<file path="src/rtl/ovp_pkg.sv">
package ovp_pkg;
  localparam int CFG_W = 8;
  localparam int FLD_W = 3;
  localparam int CNT_W = 3;

  typedef enum logic [1:0] {
    MODE_IGNORE    = 2'b00,
    MODE_DELAYED   = 2'b01,
    MODE_IMMEDIATE = 2'b10,
    MODE_BAD       = 2'b11
  } mode_e;

  typedef enum logic [2:0] {
    ST_IDLE, ST_RUN, ST_DELAY, ST_HICCUP, ST_START, ST_LATCH
  } state_e;

  localparam logic [FLD_W-1:0] RETRY_NONE    = '0;
  localparam logic [FLD_W-1:0] RETRY_FOREVER = '1;
endpackage

</file>
<file path="src/rtl/ovp_cfg_reg.sv">
module ovp_cfg_reg
  import ovp_pkg::*;
#(
  parameter logic [CFG_W-1:0] RST_VAL = 8'h92
) (
  input  logic             clk_i,
  input  logic             rst_ni,
  input  logic             we_i,
  input  logic [CFG_W-1:0] wdata_i,
  output logic [CFG_W-1:0] cfg_o,
  output logic             err_o,
  output logic             alert_o
);
  logic [CFG_W-1:0] cfg_q;
  logic             err_q, alert_q;
  logic             bad_w;

  assign bad_w = (wdata_i[CFG_W-1 -: 2] == MODE_BAD);

  always_ff @(posedge clk_i or negedge rst_ni) begin
    if (!rst_ni) begin
      cfg_q   <= RST_VAL;
      err_q   <= 1'b0;
      alert_q <= 1'b0;
    end else begin
      alert_q <= we_i && bad_w;
      if (we_i) begin
        if (bad_w) begin
          err_q <= 1'b1;
        end else begin
          cfg_q <= wdata_i;
          err_q <= 1'b0;
        end
      end
    end
  end

  assign cfg_o   = cfg_q;
  assign err_o   = err_q;
  assign alert_o = alert_q;

  assert_bad_write_kept_R2: assert property (@(posedge clk_i) disable iff (!rst_ni)
    we_i && bad_w |=> cfg_o == $past(cfg_o) && err_o && alert_o);
  assert_good_write_R1: assert property (@(posedge clk_i) disable iff (!rst_ni)
    we_i && !bad_w |=> cfg_o == $past(wdata_i) && !err_o);
  assert_alert_pulse_R2: assert property (@(posedge clk_i) disable iff (!rst_ni)
    alert_o && !we_i |=> !alert_o);
endmodule

</file>
<file path="src/rtl/ovp_cfg_decode.sv">
module ovp_cfg_decode
  import ovp_pkg::*;
(
  input  logic [FLD_W-1:0] code_i,
  output logic [CNT_W-1:0] dly_len_o,
  output logic [CNT_W-1:0] hic_len_o
);
  // delay groups: {0,1}->1, {2..4}->3, {5..7}->7
  always_comb begin
    if (code_i < FLD_W'(2))      dly_len_o = CNT_W'(1);
    else if (code_i < FLD_W'(5)) dly_len_o = CNT_W'(3);
    else                         dly_len_o = CNT_W'(7);
    hic_len_o = (code_i == '0) ? CNT_W'(1) : CNT_W'(code_i);
  end
endmodule

</file>
<file path="src/rtl/ovp_tick_timer.sv">
module ovp_tick_timer #(
  parameter int CNT_W = 3
) (
  input  logic             clk_i,
  input  logic             rst_ni,
  input  logic             clr_i,
  input  logic             tick_i,
  input  logic [CNT_W-1:0] len_i,
  output logic             done_o
);
  localparam int EXT_W = CNT_W + 1;

  logic [CNT_W-1:0] cnt_q;
  logic [EXT_W-1:0] nxt_w;

  assign nxt_w  = {1'b0, cnt_q} + EXT_W'(1);
  assign done_o = tick_i && (nxt_w >= {1'b0, len_i});

  always_ff @(posedge clk_i or negedge rst_ni) begin
    if (!rst_ni)     cnt_q <= '0;
    else if (clr_i)  cnt_q <= '0;
    else if (tick_i) cnt_q <= nxt_w[CNT_W-1:0];
  end
endmodule

</file>
<file path="src/rtl/ovp_fsm.sv">
module ovp_fsm
  import ovp_pkg::*;
(
  input  logic             clk_i,
  input  logic             rst_ni,
  input  logic             enable_i,
  input  logic             fault_i,
  input  logic             sw_tick_i,
  input  logic             ss_tick_i,
  input  logic             startup_done_i,
  input  logic [1:0]       mode_i,
  input  logic [FLD_W-1:0] retry_i,
  input  logic [FLD_W-1:0] code_i,
  input  logic [CNT_W-1:0] dly_len_i,
  input  logic [CNT_W-1:0] hic_len_i,
  input  logic             tmr_done_i,
  output logic [FLD_W-1:0] code_snap_o,
  output logic             tmr_tick_o,
  output logic             tmr_clr_o,
  output logic [CNT_W-1:0] tmr_len_o,
  output logic             run_o,
  output logic             latched_o
);
  state_e           state_q, state_d;
  logic [FLD_W-1:0] retry_s, code_s, att_q, att_d;
  logic             limit_hit;
  state_e           shut_st;

  assign limit_hit = (retry_s == RETRY_NONE) ||
                     ((retry_s != RETRY_FOREVER) && (att_q >= retry_s));
  assign shut_st   = limit_hit ? ST_LATCH : ST_HICCUP;

  assign tmr_tick_o = ((state_q == ST_DELAY) && sw_tick_i) ||
                      ((state_q == ST_HICCUP) && ss_tick_i);
  assign tmr_len_o  = (state_q == ST_DELAY) ? dly_len_i : hic_len_i;
  assign tmr_clr_o  = (state_d != state_q);

  always_comb begin
    state_d = state_q;
    att_d   = att_q;
    if (!enable_i) begin
      state_d = ST_IDLE;
      att_d   = '0;
    end else begin
      unique case (state_q)
        ST_IDLE: begin
          state_d = ST_RUN;
          att_d   = '0;
        end
        ST_RUN: if (fault_i) begin
          // attempt count is zero here, so only the live retry field matters
          if (mode_i == MODE_DELAYED)        state_d = ST_DELAY;
          else if (mode_i == MODE_IMMEDIATE) state_d = (retry_i == RETRY_NONE) ? ST_LATCH : ST_HICCUP;
        end
        ST_DELAY: begin
          if (!fault_i)        state_d = ST_RUN;
          else if (tmr_done_i) state_d = shut_st;
        end
        ST_HICCUP: if (tmr_done_i) begin
          state_d = ST_START;
          if (retry_s != RETRY_FOREVER) att_d = att_q + FLD_W'(1);
        end
        ST_START: begin
          if (fault_i) state_d = shut_st;
          else if (startup_done_i) begin
            state_d = ST_RUN;
            att_d   = '0;
          end
        end
        ST_LATCH: state_d = ST_LATCH;
        default:  state_d = ST_IDLE;
      endcase
    end
  end

  always_ff @(posedge clk_i or negedge rst_ni) begin
    if (!rst_ni) begin
      state_q <= ST_IDLE;
      att_q   <= '0;
      retry_s <= '0;
      code_s  <= '0;
    end else begin
      state_q <= state_d;
      att_q   <= att_d;
      if (enable_i && fault_i && state_q == ST_RUN) begin
        retry_s <= retry_i;
        code_s  <= code_i;
      end
    end
  end

  assign code_snap_o = code_s;
  // a hidden attempt keeps the output low while the fault persists
  assign run_o     = (state_q == ST_RUN) || (state_q == ST_DELAY) ||
                     ((state_q == ST_START) && !fault_i);
  assign latched_o = (state_q == ST_LATCH);

  assert_disable_idle_R12: assert property (@(posedge clk_i) disable iff (!rst_ni)
    !enable_i |=> !run_o && !latched_o);
  assert_ignore_runs_R3: assert property (@(posedge clk_i) disable iff (!rst_ni)
    enable_i && fault_i && state_q == ST_RUN && mode_i == MODE_IGNORE |=> run_o);
  assert_immediate_stop_R6: assert property (@(posedge clk_i) disable iff (!rst_ni)
    enable_i && fault_i && state_q == ST_RUN && mode_i == MODE_IMMEDIATE |=> !run_o);
  assert_delay_abort_R5: assert property (@(posedge clk_i) disable iff (!rst_ni)
    enable_i && !fault_i && state_q == ST_DELAY |=> state_q == ST_RUN);
  assert_attempt_bound_R8: assert property (@(posedge clk_i) disable iff (!rst_ni)
    retry_s != RETRY_FOREVER |-> att_q <= retry_s);
  assert_latch_hold_R7: assert property (@(posedge clk_i) disable iff (!rst_ni)
    latched_o && enable_i |=> latched_o);
  assert_forever_no_latch_R9: assert property (@(posedge clk_i) disable iff (!rst_ni)
    state_q != ST_RUN && retry_s == RETRY_FOREVER && !latched_o |=> !latched_o);
endmodule

</file>
<file path="src/rtl/ovp_resp_ctrl.sv">
module ovp_resp_ctrl
  import ovp_pkg::*;
#(
  parameter logic [CFG_W-1:0] RST_CFG = 8'h92
) (
  input  logic             clk_i,
  input  logic             rst_ni,
  input  logic             cfg_we_i,
  input  logic [CFG_W-1:0] cfg_wdata_i,
  output logic [CFG_W-1:0] cfg_o,
  output logic             cfg_err_o,
  output logic             cfg_alert_o,
  input  logic             enable_i,
  input  logic             fault_i,
  input  logic             sw_tick_i,
  input  logic             ss_tick_i,
  input  logic             startup_done_i,
  output logic             run_o,
  output logic             latched_off_o
);
  logic [CFG_W-1:0] cfg_w;
  logic [FLD_W-1:0] code_snap_w;
  logic [CNT_W-1:0] dly_len_w, hic_len_w, tmr_len_w;
  logic             tmr_tick_w, tmr_clr_w, tmr_done_w;

  ovp_cfg_reg #(.RST_VAL(RST_CFG)) u_cfg (
    .clk_i, .rst_ni, .we_i(cfg_we_i), .wdata_i(cfg_wdata_i),
    .cfg_o(cfg_w), .err_o(cfg_err_o), .alert_o(cfg_alert_o)
  );

  ovp_cfg_decode u_dec (
    .code_i(code_snap_w), .dly_len_o(dly_len_w), .hic_len_o(hic_len_w)
  );

  ovp_tick_timer #(.CNT_W(CNT_W)) u_tmr (
    .clk_i, .rst_ni, .clr_i(tmr_clr_w), .tick_i(tmr_tick_w),
    .len_i(tmr_len_w), .done_o(tmr_done_w)
  );

  ovp_fsm u_fsm (
    .clk_i, .rst_ni, .enable_i, .fault_i, .sw_tick_i, .ss_tick_i, .startup_done_i,
    .mode_i(cfg_w[7:6]), .retry_i(cfg_w[5:3]), .code_i(cfg_w[2:0]),
    .dly_len_i(dly_len_w), .hic_len_i(hic_len_w), .tmr_done_i(tmr_done_w),
    .code_snap_o(code_snap_w), .tmr_tick_o(tmr_tick_w), .tmr_clr_o(tmr_clr_w),
    .tmr_len_o(tmr_len_w), .run_o, .latched_o(latched_off_o)
  );

  assign cfg_o = cfg_w;
endmodule

</file>
<file path="config.mk">
export PLATFORM = sky130hd
export DESIGN_NAME = ovp_resp_ctrl
export DESIGN_NICKNAME = d
export VERILOG_FILES = /design/src/rtl/ovp_pkg.sv /design/src/rtl/ovp_cfg_reg.sv /design/src/rtl/ovp_cfg_decode.sv /design/src/rtl/ovp_tick_timer.sv /design/src/rtl/ovp_fsm.sv /design/src/rtl/ovp_resp_ctrl.sv
export SDC_FILE = /design/constraint.sdc
export NUM_CORES = 1
export LEC_CHECK = 0
export BUFFER_PORTS_ARGS = -buffer_cell sky130_fd_sc_hd__buf_2
export CORE_MARGIN = 10
export CORE_UTILIZATION = 56
export DETAILED_ROUTE_END_ITERATION = 16
export PLACE_DENSITY = 0.78
export SLEW_MARGIN = 10
export SYNTH_ARGS = -nofsm -noshare
export SYNTH_HDL_FRONTEND = slang
export SYNTH_HIERARCHICAL = 1
export SYNTH_SLANG_ARGS = --single-unit
</file>
<file path="constraint.sdc">
create_clock -name clk_i -period 3.52 [get_ports clk_i]
set_input_delay 0.176 -clock clk_i [delete_from_list [all_inputs] [get_ports clk_i]]
set_output_delay 0.176 -clock clk_i [all_outputs]
set_load 0.1 [all_outputs]
</file>
==> results of run 1 <==
-- metrics by stage --
step / hold slack [ps] / instances / setup WS (ps) / power [uW] / util [%]
floorplan: -120 / 165 / 487 / 702 / -
global route: 67.7 / 221 / 21.1 / 964 / 65.7
CTS: 75.8 / 221 / 49.2 / 910 / 65.3
global placement: 185 / 216 / 353 / 758 / 64.1
finish: 76.4 / 221 / 251 / 912 / 65.7
detailed placement: 198 / 216 / 92.7 / 776 / 64.1
-- final cells by class --
| type | count | area share (%) |
|---|---|---|
| Inverter | 12 | 2.44 |
| Sequential cell | 25 | 34.2 |
| Clock buffer | 4 | 1.43 |
| Timing Repair Buffer | 30 | 8.69 |
| Tap cell | 31 | 2.10 |
| Multi-Input combinational cell | 119 | 51.1 |
-- report_power, final --
part	switching, uW	internal [uW]	total (uW)
registers	43.0	333	376
clock network	89.9	44.3	134
logic	258	145	402
-- cell usage after synthesis (3+ instances only) --
| cell type | number |
|---|---|
| dfrtp_1 | 22 |
| mux2_2 | 15 |
| inv_1 | 12 |
| o21ai_0 | 11 |
| nor2_1 | 10 |
| ha_1 | 8 |
| nand2_1 | 7 |
| clkbuf_1 | 5 |
| a21oi_1 | 4 |
| nor3_1 | 4 |
| dfstp_2 | 3 |
| mux2i_1 | 3 |
| o21a_1 | 3 |
-- worst min path at each step --
stage / endpoint / depth (start not counted) / from / slack, ps
floorplan: u_cfg/alert_o / 0 / rst_ni / -120
global placement: u_fsm/att_q[1] / 1 / rst_ni / 180
detailed placement: u_fsm/att_q[1] / 1 / rst_ni / 200
CTS: u_cfg/cfg_o[1] / 2 / cfg_wdata_i[1] / 80
global route: u_cfg/cfg_o[1] / 2 / cfg_wdata_i[1] / 70
finish: u_cfg/cfg_o[4] / 2 / cfg_wdata_i[4] / 80
-- routing by layer --
metal	global-route usage, %	routed length, um
met2	21.9	1720
met3	4.39	324
met5	0	0
met1	17.2	1610
met4	3.99	38
-- worst register-to-register path, cell delays in order (launching register included) --
cell	delay, ps
dfrtp_2	490
inv_2	150
nand2_1	180
nor2_4	170
mux2_2	360
inv_1	60
ha_1	150
o21ai_0	70
o21ai_1	100
and2_2	210
and3b_1	200
o2111ai_1	120
or4_4	450
and3_4	200
o211ai_2	190
nor2_1	80
-- timing repair --
action | 4_1_cts | 5_1_grt
hold endpoints to repair | 22 | 0
hold buffers | 1 | 0
endpoints found under the setup margin | 0 | 3
gates resized for setup | 0 | 5
-- state kept, by name, summed over array words and instances, names as in the netlist --
register and count:
u_cfg/cfg_o 8, u_fsm/retry_s 3, u_fsm/att_q 3, u_cfg/alert_o 1
u_tmr/cnt_q 3, u_fsm/state_q 3, u_cfg/err_o 1, u_fsm/code_snap_o 3
-- logic make-up after synthesis --
kind of cell             count (synthesis)  share of synthesized area, %
AND/OR/NAND/NOR                         47                          16.8
AO/OA/AOI/OAI                           42                          19.5
flip-flops                              25                          37.8
buffers and inverters                   21                          6.09
multiplexers                            18                          12.0
adder cells (fa/ha/maj)                  8                          6.02
XOR/XNOR                                 3                          1.58
other                                    1                         0.225
-- cells in the final DEF (no fill, tap or decap), types with 2 or more instances in the layout --
cell,n
a2bb2oi_1,2
and2b_2,2
clkbuf_4,3
mux2i_1,3
xor2_1,2
nand4_1,2
o2bb2ai_1,2
nor2_1,9
a32oi_1,2
nand3_1,2
nor2b_1,2
nand2b_1,2
a21o_1,2
o21ai_0,11
a31oi_1,2
o21a_1,3
dfstp_2,3
nand2_1,7
buf_4,2
buf_2,27
a21oi_1,4
a21boi_0,2
nor3_1,4
ha_1,8
dfrtp_1,21
and3_1,2
mux2_2,15
inv_1,11
==> impl_metrics.env, run 1 <==
export IMPL_status="completed"
export IMPL_crit_type="flip-flop to flip-flop"
export IMPL_fmax_ghz=0.306
export IMPL_htreeDepth=1
export IMPL_cts_num_sinks=25
export IMPL_end_kind="flip-flop"
export IMPL_yosys_area_top_type="dfrtp_1"
export IMPL_rsz0062_at_grt="false"
export IMPL_n_fill_cell=233
export IMPL_synth_seq_area_share_pct=37.8
export IMPL_die_w_um=74.5
export IMPL_cp_startpoint="u_fsm/state_q[2]"
export IMPL_clk_latency_ps=320
export IMPL_path_buf_inv=2
export IMPL_finalSetupViolations=0
export IMPL_clock_path_buffers=2
export IMPL_antenna_cells=0
export IMPL_place_area_sq_um=1800
export IMPL_synth_top_area_share_pct=33.1
export IMPL_drc=0
export IMPL_first_global_vias=1385
export IMPL_die_h_um=74.5
export IMPL_worst_ep_required_time_ps=3740
export IMPL_start_util_pct=59.3
export IMPL_viasPerCell=6.24
export IMPL_finalHoldViolCount=0
export IMPL_r2r_setup_slack_ps=250
export IMPL_drt_antenna_violating_nets=0
export IMPL_cts_tree="built"
export IMPL_grt_antenna_before_repair=0
export IMPL_timing_rr_start="u_fsm/state_q[2]"
export IMPL_numCtsBuffers=3
export IMPL_arrival_ps=3490
export IMPL_tns_ps=0
export IMPL_final_seq_area_sq_um=631
export IMPL_area_growth_pct=10.8
export IMPL_relSlewSlack_pct=63.0
export IMPL_synth_fp_nets=189
export IMPL_multi_input_area_sq_um=942
export IMPL_worstSetupStartpointType="flip-flop"
export IMPL_crit_path_end="u_tmr/cnt_q[1]"
export IMPL_critPathMaxFanout=10
export IMPL_cts_reportedPaths_clkPinSlew_ps=150
export IMPL_ys_types=57
export IMPL_final_nets=215
export IMPL_synth_edf_count=0
export IMPL_detail_route_wl_per_cell_um=16.7
export IMPL_crit_path_cell_trace="inv_2 > nand2_1 > nor2_4 > mux2_2 > inv_1 > ha_1 > o21ai_0 > o21ai_1 > and2_2 > and3b_1 > o2111ai_1 > or4_4 > and3_4 > o211ai_2 > nor2_1"
export IMPL_p_leak_uw=0.000856
export IMPL_fin_crit_sh_pct=92.9
export IMPL_reg2reg_to="u_tmr/cnt_q[1]"
export IMPL_async_flop_share_pct=100
export IMPL_cts_setup_buffers=0
export IMPL_drt_iter0_markers=82
export IMPL_synth_ff_type="dfrtp_1"
export IMPL_cts_root_buf="clkbuf_4"
export IMPL_die_area_sq_um=5550
export IMPL_cp_num_cells=15
export IMPL_ir_drop_mv=0.349
export IMPL_ys_seq_elements=25
export IMPL_wl_mm=3.69
export IMPL_syn_mean_instance_area_sq_um=10.1
export IMPL_grt_max_degree=26
export IMPL_vias=1379
export IMPL_track_usage_pct=13.7
export IMPL_core_area_sq_um=2810
export IMPL_slew_violations=0
export IMPL_drive_above_1_share_pct=33.7
export IMPL_placement_io_buffers=27
export IMPL_p_per_area_nw_per_um2=495
export IMPL_worst_pin_slew_ps=555
export IMPL_grt_pass1_wl_mm=6.24
export IMPL_slowest_delay_ps=490
export IMPL_synthCells=165
export IMPL_hp_class="input pin to flip-flop"
export IMPL_crit_family="simple AND/OR/NAND/NOR gates"
export IMPL_rows=19
export IMPL_synth_area_leaders="dfrtp_1 33%, mux2_2 10%, ha_1 6.0%"
export IMPL_overflow=0
export IMPL_place_congestion=0.920
export IMPL_skew_ps=6.55
export IMPL_period_minus_slack_ps=3270
export IMPL_critPathSlowestCell="dfrtp_2"
export IMPL_worstRegToRegCells=15
export IMPL_design_area_sq_um=1840
export IMPL_dr_pass1_iters=4
export IMPL_dp_hpwl_mm=2.85
export IMPL_ios=28
export IMPL_ys_warnings_count=6
export IMPL_netlist_area_sq_um=1660
export IMPL_max_cap_viol_count=0
Note: power is estimated with default switching activity, not from simulation.
==> run 2, diff against run 1 <==
Settings changed: ABC_AREA set to 1.
==> run 2 against run 1 <==
  * Total power down 9.7%
  * Worst hold slack worse by 21 ps
  * Largest cell class unchanged
  * Sequential power is 4% lower
  * Worst setup slack improved by 220 ps
  * Die area rose by 3.4%
  * Flip-flop and latch count stayed put
==> impl_metrics.env, run 2 <==
export IMPL_path_buf_inv=2
export IMPL_grt_antenna_before_repair=0
export IMPL_cp_num_cells=22
export IMPL_rsz0062_at_grt="false"
export IMPL_core_area_sq_um=3000
export IMPL_synth_fp_nets=259
export IMPL_crit_family="simple AND/OR/NAND/NOR gates"
export IMPL_ios=28
export IMPL_relSlewSlack_pct=63.0
export IMPL_die_area_sq_um=5740
export IMPL_synth_area_leaders="dfrtp_1 32%, nand2_1 16%, nand3_1 8.1%"
export IMPL_end_kind="flip-flop"
export IMPL_timing_rr_start="u_fsm/state_q[0]"
export IMPL_async_flop_share_pct=100
export IMPL_cts_resized=0
export IMPL_vias=1463
export IMPL_final_cells=292
export IMPL_clock_path_buffers=2
export IMPL_synth_edf_count=0
export IMPL_cts_setup_buffers=0
export IMPL_skew_ps=2.46
export IMPL_numCtsBuffers=3
export IMPL_cts_tree="built"
export IMPL_period_minus_slack_ps=3050
export IMPL_clk_latency_ps=320
export IMPL_critPathSlowestCell="dfrtp_1"
export IMPL_wl_mm=3.36
export IMPL_crit_path_end="u_tmr/cnt_q[0]"
export IMPL_netlist_area_sq_um=1740
export IMPL_drt_antenna_violating_nets=0
export IMPL_cp_startpoint="u_fsm/state_q[0]"
export IMPL_hp_class="input pin to flip-flop"
export IMPL_rows=20
export IMPL_ys_warnings_count=6
export IMPL_final_nets=284
export IMPL_synth_ff_type="dfrtp_1"
export IMPL_max_cap_viol_count=0
export IMPL_worst_slack_ps=472
export IMPL_overflow=0
export IMPL_slew_violations=0
export IMPL_finalHoldViolCount=0
export IMPL_final_cell_mix="73 x nand2_1, 32 x inv_1, 28 x nand3_1"
export IMPL_detail_route_wl_per_cell_um=11.5
export IMPL_path_common_cell="nand2_1"
export IMPL_tns_ps=0
export IMPL_place_congestion=0.842
export IMPL_start_util_pct=58.0
export IMPL_worstSetupStartpointType="flip-flop"
export IMPL_layout_commonest_cell="nand2_1"
export IMPL_fmax_ghz=0.328
export IMPL_grt_pass1_wl_mm=6.13
export IMPL_ir_drop_mv=0.275
export IMPL_yosys_top_cells_count="73 x nand2_1, 32 x inv_1, 28 x nand3_1"
export IMPL_arrival_ps=3300
export IMPL_cts_num_sinks=25
export IMPL_grt_max_degree=26
export IMPL_worst_pin_slew_ps=555
export IMPL_placement_io_buffers=27
export IMPL_antenna_cells=0
export IMPL_largest_reg_flops=8
export IMPL_track_usage_pct=13.5
export IMPL_first_global_vias=1484
export IMPL_multi_input_area_sq_um=882
export IMPL_status="completed"
export IMPL_worst_ep_required_time_ps=3770
export IMPL_slowest_delay_ps=600
export IMPL_n_fill_cell=297
export IMPL_reg2reg_to="u_tmr/cnt_q[0]"
export IMPL_die_h_um=75.8
export IMPL_syn_mean_instance_area_sq_um=7.41
export IMPL_fin_util_pct=62.7
export IMPL_crit_path_cell_trace="nor2_2 > nand2_1 > mux2_2 > ha_1 > inv_1 > nand2_1 > nand2_1 > nand2_1 > nand2_1 > a21oi_2 > nor2_1 > nand2_1 > nand2_1 > nor2_1 > nand2_1 > nand3_1 > nand2_1 > nor2_1 > nand2_1 > inv_1 > nand2_1 > o21ai_0"
export IMPL_yosys_cell_count_top_type="nand2_1"
export IMPL_r2r_setup_slack_ps=470
export IMPL_dp_hpwl_mm=2.74
export IMPL_viasPerCell=5.01
export IMPL_worstRegToRegCells=22
export IMPL_ys_types=31
export IMPL_htreeDepth=1
export IMPL_finalSetupViolations=0
export IMPL_ys_seq_elements=25
export IMPL_synth_seq_area_share_pct=36.2
export IMPL_synthCells=235
export IMPL_p_leak_uw=0.00109
export IMPL_drc=0
export IMPL_whs_ps=55.7
export IMPL_yosys_area_top_type="dfrtp_1"
export IMPL_ctsHoldBuffers=1
export IMPL_cts_root_buf="clkbuf_4"
export IMPL_fin_crit_sh_pct=86.6
export IMPL_area_growth_pct=8.12
export IMPL_post_place_cells=287
export IMPL_crit_type="flip-flop to flip-flop"
export IMPL_drt_iter0_markers=69
export IMPL_cts_reportedPaths_clkPinSlew_ps=130
export IMPL_dp_slack_ps=510
export IMPL_synth_top_area_share_pct=31.6
export IMPL_p_per_area_nw_per_um2=438
export IMPL_final_seq_area_sq_um=629
export IMPL_critPathMaxFanout=10
export IMPL_dr_pass1_iters=4
export IMPL_die_w_um=75.8
export IMPL_drive_above_1_share_pct=22.8
## run 2: worst reg2reg max path, cell delays in order (launching register included)
cell and delay [ps]:
dfrtp_1 600, nor2_2 110, nand2_1 160, mux2_2 360, ha_1 270, inv_1 30
nand2_1 40, nand2_1 40, nand2_1 50, nand2_1 60, a21oi_2 210, nor2_1 80
nand2_1 140, nand2_1 70, nor2_1 100, nand2_1 70, nand3_1 70, nand2_1 50
nor2_1 90, nand2_1 50, inv_1 110, nand2_1 80, o21ai_0 140
## run 2: per-stage QoR
stage | instance area, sq um | power (uW)
6_report | 1880 | 824
5_1_grt | 1880 | 889
4_1_cts | 1880 | 835
3_5_place_dp | 1850 | 702
3_3_place_gp | 1850 | 696
2_1_floorplan | 1740 | 647
## run 2: final cells by class
cell class,instances,area share (%)
Tap cell,33,2.19
Clock buffer,4,1.40
Sequential cell,25,33.4
Multi-Input combinational cell,161,46.9
Inverter,40,7.98
Timing Repair Buffer,29,8.11
## run 2: worst min path at each step
stage,cells past startpoint,slack (ps),to,start
after floorplan,0,-120,u_cfg/alert_o,rst_ni
after global placement,1,200,u_fsm/att_q[1],rst_ni
after detailed placement,1,200,u_fsm/att_q[1],rst_ni
after CTS,3,40,u_cfg/cfg_o[1],cfg_wdata_i[1]
after global routing,3,50,u_cfg/cfg_o[4],cfg_wdata_i[4]
final,3,60,u_cfg/cfg_o[1],cfg_wdata_i[1]
## run 2: kinds of logic (layout without fill, tap and decap cells)
group	count (synthesis)	after routing	share of synthesized area (%)
compound gates	19	19	7.48
mux	6	6	4.53
xor+xnor	2	2	1.01
flops	25	25	36.2
fa+ha+maj	8	8	5.75
other cells	1	1	0.215
simple gates	125	125	31.7
buf+inv	49	73	13.2
## run 2: power by group
part | total, uW | switching, uW | internal [uW]
Sequential | 362 | 36.2 | 326
Clock | 130 | 85.7 | 44.3
Combinational | 332 | 227 | 104
Total | 824 | 349 | 475
## run 2: layer usage
| layer | up-vias | track usage (%) | wire, um |
|---|---|---|---|
| li1 | 776 | - | - |
| met1 | 639 | 16.3 | 1620 |
| met2 | 46 | 22.5 | 1450 |
| met3 | 2 | 4.43 | 271 |
| met4 | 0 | 3.30 | 11 |
| met5 | - | 0 | 0 |
==> run 3, diff against run 2 <==
Clock period 3.52 ns to 3.1 ns, I/O delays scaled along.
==> run 3 against run 2 <==
  * Total power is 14% higher
  * Worst setup slack worse by 80 ps
  * Count of clock-buffer cells in the layout stayed put
  * Highest routed layer unchanged
  * Core utilization is 0.58 points higher
  * Final area is 0.93% higher
  * Fmax is 13% higher
  * Wire length is 5.3% higher
  * Register-to-register slack worse by 80 ps
  * Global-route usage hardly changed
  * Clock skew is 4.9 ps higher
  * Critical path depth is 1 lower
  * Combinational power is 17% higher
==> impl_metrics.env, run 3 (synthesized netlist as in run 2, its figures left out) <==
export IMPL_status="completed"
export IMPL_drt_antenna_violating_nets=0
export IMPL_htreeDepth=1
export IMPL_clk_latency_ps=310
export IMPL_ir_drop_mv=0.326
export IMPL_numCtsBuffers=3
export IMPL_vias=1483
export IMPL_layout_commonest_cell="nand2_1"
export IMPL_critPathSlowestCell="dfrtp_1"
export IMPL_fmax_ghz=0.369
export IMPL_core_area_sq_um=3000
export IMPL_hp_class="input pin to flip-flop"
export IMPL_placement_io_buffers=27
export IMPL_fin_util_pct=63.2
export IMPL_rows=20
export IMPL_die_w_um=75.8
export IMPL_ios=28
export IMPL_p_leak_uw=0.00110
export IMPL_start_util_pct=58.0
export IMPL_first_global_vias=1449
export IMPL_cts_tree="built"
export IMPL_dp_hpwl_mm=2.82
export IMPL_drc=0
export IMPL_crit_path_cell_trace="nor2_2 > nand2_2 > mux2_2 > inv_1 > ha_1 > nand2_1 > nand2_1 > nand2_1 > a21oi_2 > nor2_1 > nand2_1 > nand2_1 > nor2_1 > nand2_1 > nand3_1 > nand2_1 > nor2_1 > nand2_1 > inv_1 > nand2_1 > o21ai_0"
export IMPL_largest_reg_flops=8
export IMPL_final_cell_mix="72 x nand2_1, 32 x inv_1, 28 x nand3_1"
export IMPL_p_per_area_nw_per_um2=495
export IMPL_end_kind="flip-flop"
export IMPL_cts_root_buf="clkbuf_4"
export IMPL_area_growth_pct=9.13
export IMPL_finalSetupViolations=0
export IMPL_hold_depth=3
export IMPL_final_cells=294
export IMPL_track_usage_pct=13.5
export IMPL_cts_num_sinks=25
export IMPL_period_minus_slack_ps=2710
export IMPL_slowest_delay_ps=410
export IMPL_place_congestion=0.892
export IMPL_antenna_cells=0
export IMPL_max_cap_viol_count=0
export IMPL_viasPerCell=5.04
export IMPL_worst_pin_slew_ps=540
export IMPL_overflow=0
export IMPL_drive_above_1_share_pct=23.8
export IMPL_final_nets=286
export IMPL_place_area_sq_um=1860
export IMPL_skew_ps=7.40
export IMPL_grt_antenna_before_repair=0
export IMPL_cts_reportedPaths_clkPinSlew_ps=140
export IMPL_grt_max_degree=26
export IMPL_fin_crit_sh_pct=87.4
export IMPL_clock_path_buffers=2
export IMPL_wl_mm=3.53
export IMPL_path_common_cell="nand2_1"
export IMPL_die_h_um=75.8
export IMPL_tns_ps=0
export IMPL_worst_ep_required_time_ps=3350
export IMPL_post_place_cells=289
export IMPL_arrival_ps=2960
export IMPL_detail_route_wl_per_cell_um=12.0
export IMPL_crit_type="flip-flop to flip-flop"
export IMPL_worstSetupStartpointType="flip-flop"
export IMPL_worstRegToRegCells=21
export IMPL_slew_violations=0
export IMPL_grt_pass1_wl_mm=6.18
export IMPL_critPathMaxFanout=5
export IMPL_rsz0062_at_grt="false"
export IMPL_design_area_sq_um=1900
export IMPL_die_area_sq_um=5740
export IMPL_drt_iter0_markers=82
export IMPL_relSlewSlack_pct=64.0
export IMPL_dr_pass1_iters=4
export IMPL_finalHoldViolCount=0
-- run 3: cell types whose count changed in the layout (fill, tap and decap cells not counted) --
cell / before / now
nand2_2: 2 / 3
nand2_1: 73 / 72
buf_4: 1 / 3
-- run 3: repair_timing --
action | 4_1_cts | 5_1_grt
gates resized for setup | 0 | 1
endpoints found under the setup margin | 0 | 1
hold endpoints to repair | 22 | 0
hold buffers | 1 | 0
buffers inserted | 0 | 0
-- run 3: where the power goes --
group	total [uW]	internal (uW)	switching, uW
registers	408	370	37.4
logic	390	122	268
clock network	143	50.2	93.1
-- run 3: worst max-delay path, delay by kind of cell, from the launching register on --
kind                     cells  cell delay, ps
AND/OR/NAND/NOR             15            1240
flip-flops                   1             410
AO/OA/AOI/OAI                2             310
adder cells (fa/ha/maj)      1             270
multiplexers                 1             240
buffers and inverters        2             160
-- run 3: layer usage --
metal  vias up  global-route usage (%)  routed length [um]
met5         -                       0                   0
met4         0                    4.54                  23
met3         4                    3.26                 221
met2        40                    22.4                1610
met1       654                    16.8                1680
li1        785                       -                   -
-- run 3: path summary, 6_finish.rpt --
path,start,end,slack (ps)
setup / recovery,u_fsm/state_q[0],u_tmr/cnt_q[0],390
hold / removal,cfg_wdata_i[1],u_cfg/cfg_o[1],50
setup reg to reg,u_fsm/state_q[0],u_tmr/cnt_q[0],390
hold reg to reg,u_cfg/cfg_o[4],u_cfg/cfg_o[4],480
max in group asynchronous,rst_ni,u_cfg/cfg_o[7],2390
min in group asynchronous,rst_ni,u_fsm/state_q[2],340
-- run 3: area by class of cell --
| type | instances | area, sq um |
|---|---|---|
| Fill cell | 278 | 1100 |
| Sequential cell | 25 | 629 |
| Tap cell | 33 | 41.3 |
| Inverter | 40 | 150 |
| Timing Repair Buffer | 31 | 168 |
| Multi-Input combinational cell | 161 | 885 |
| Clock buffer | 4 | 26.3 |
-- run 3: stage by stage --
| stage | total power [uW] | hold WS (ps) | setup WS, ps |
|---|---|---|---|
| floorplan | 734 | -141 | 498 |
| global placement | 791 | 169 | 492 |
| detailed placement | 801 | 178 | 404 |
| CTS | 951 | 39.6 | 369 |
| global route | 1010 | 35.1 | 30.9 |
| finish | 941 | 53.9 | 392 |
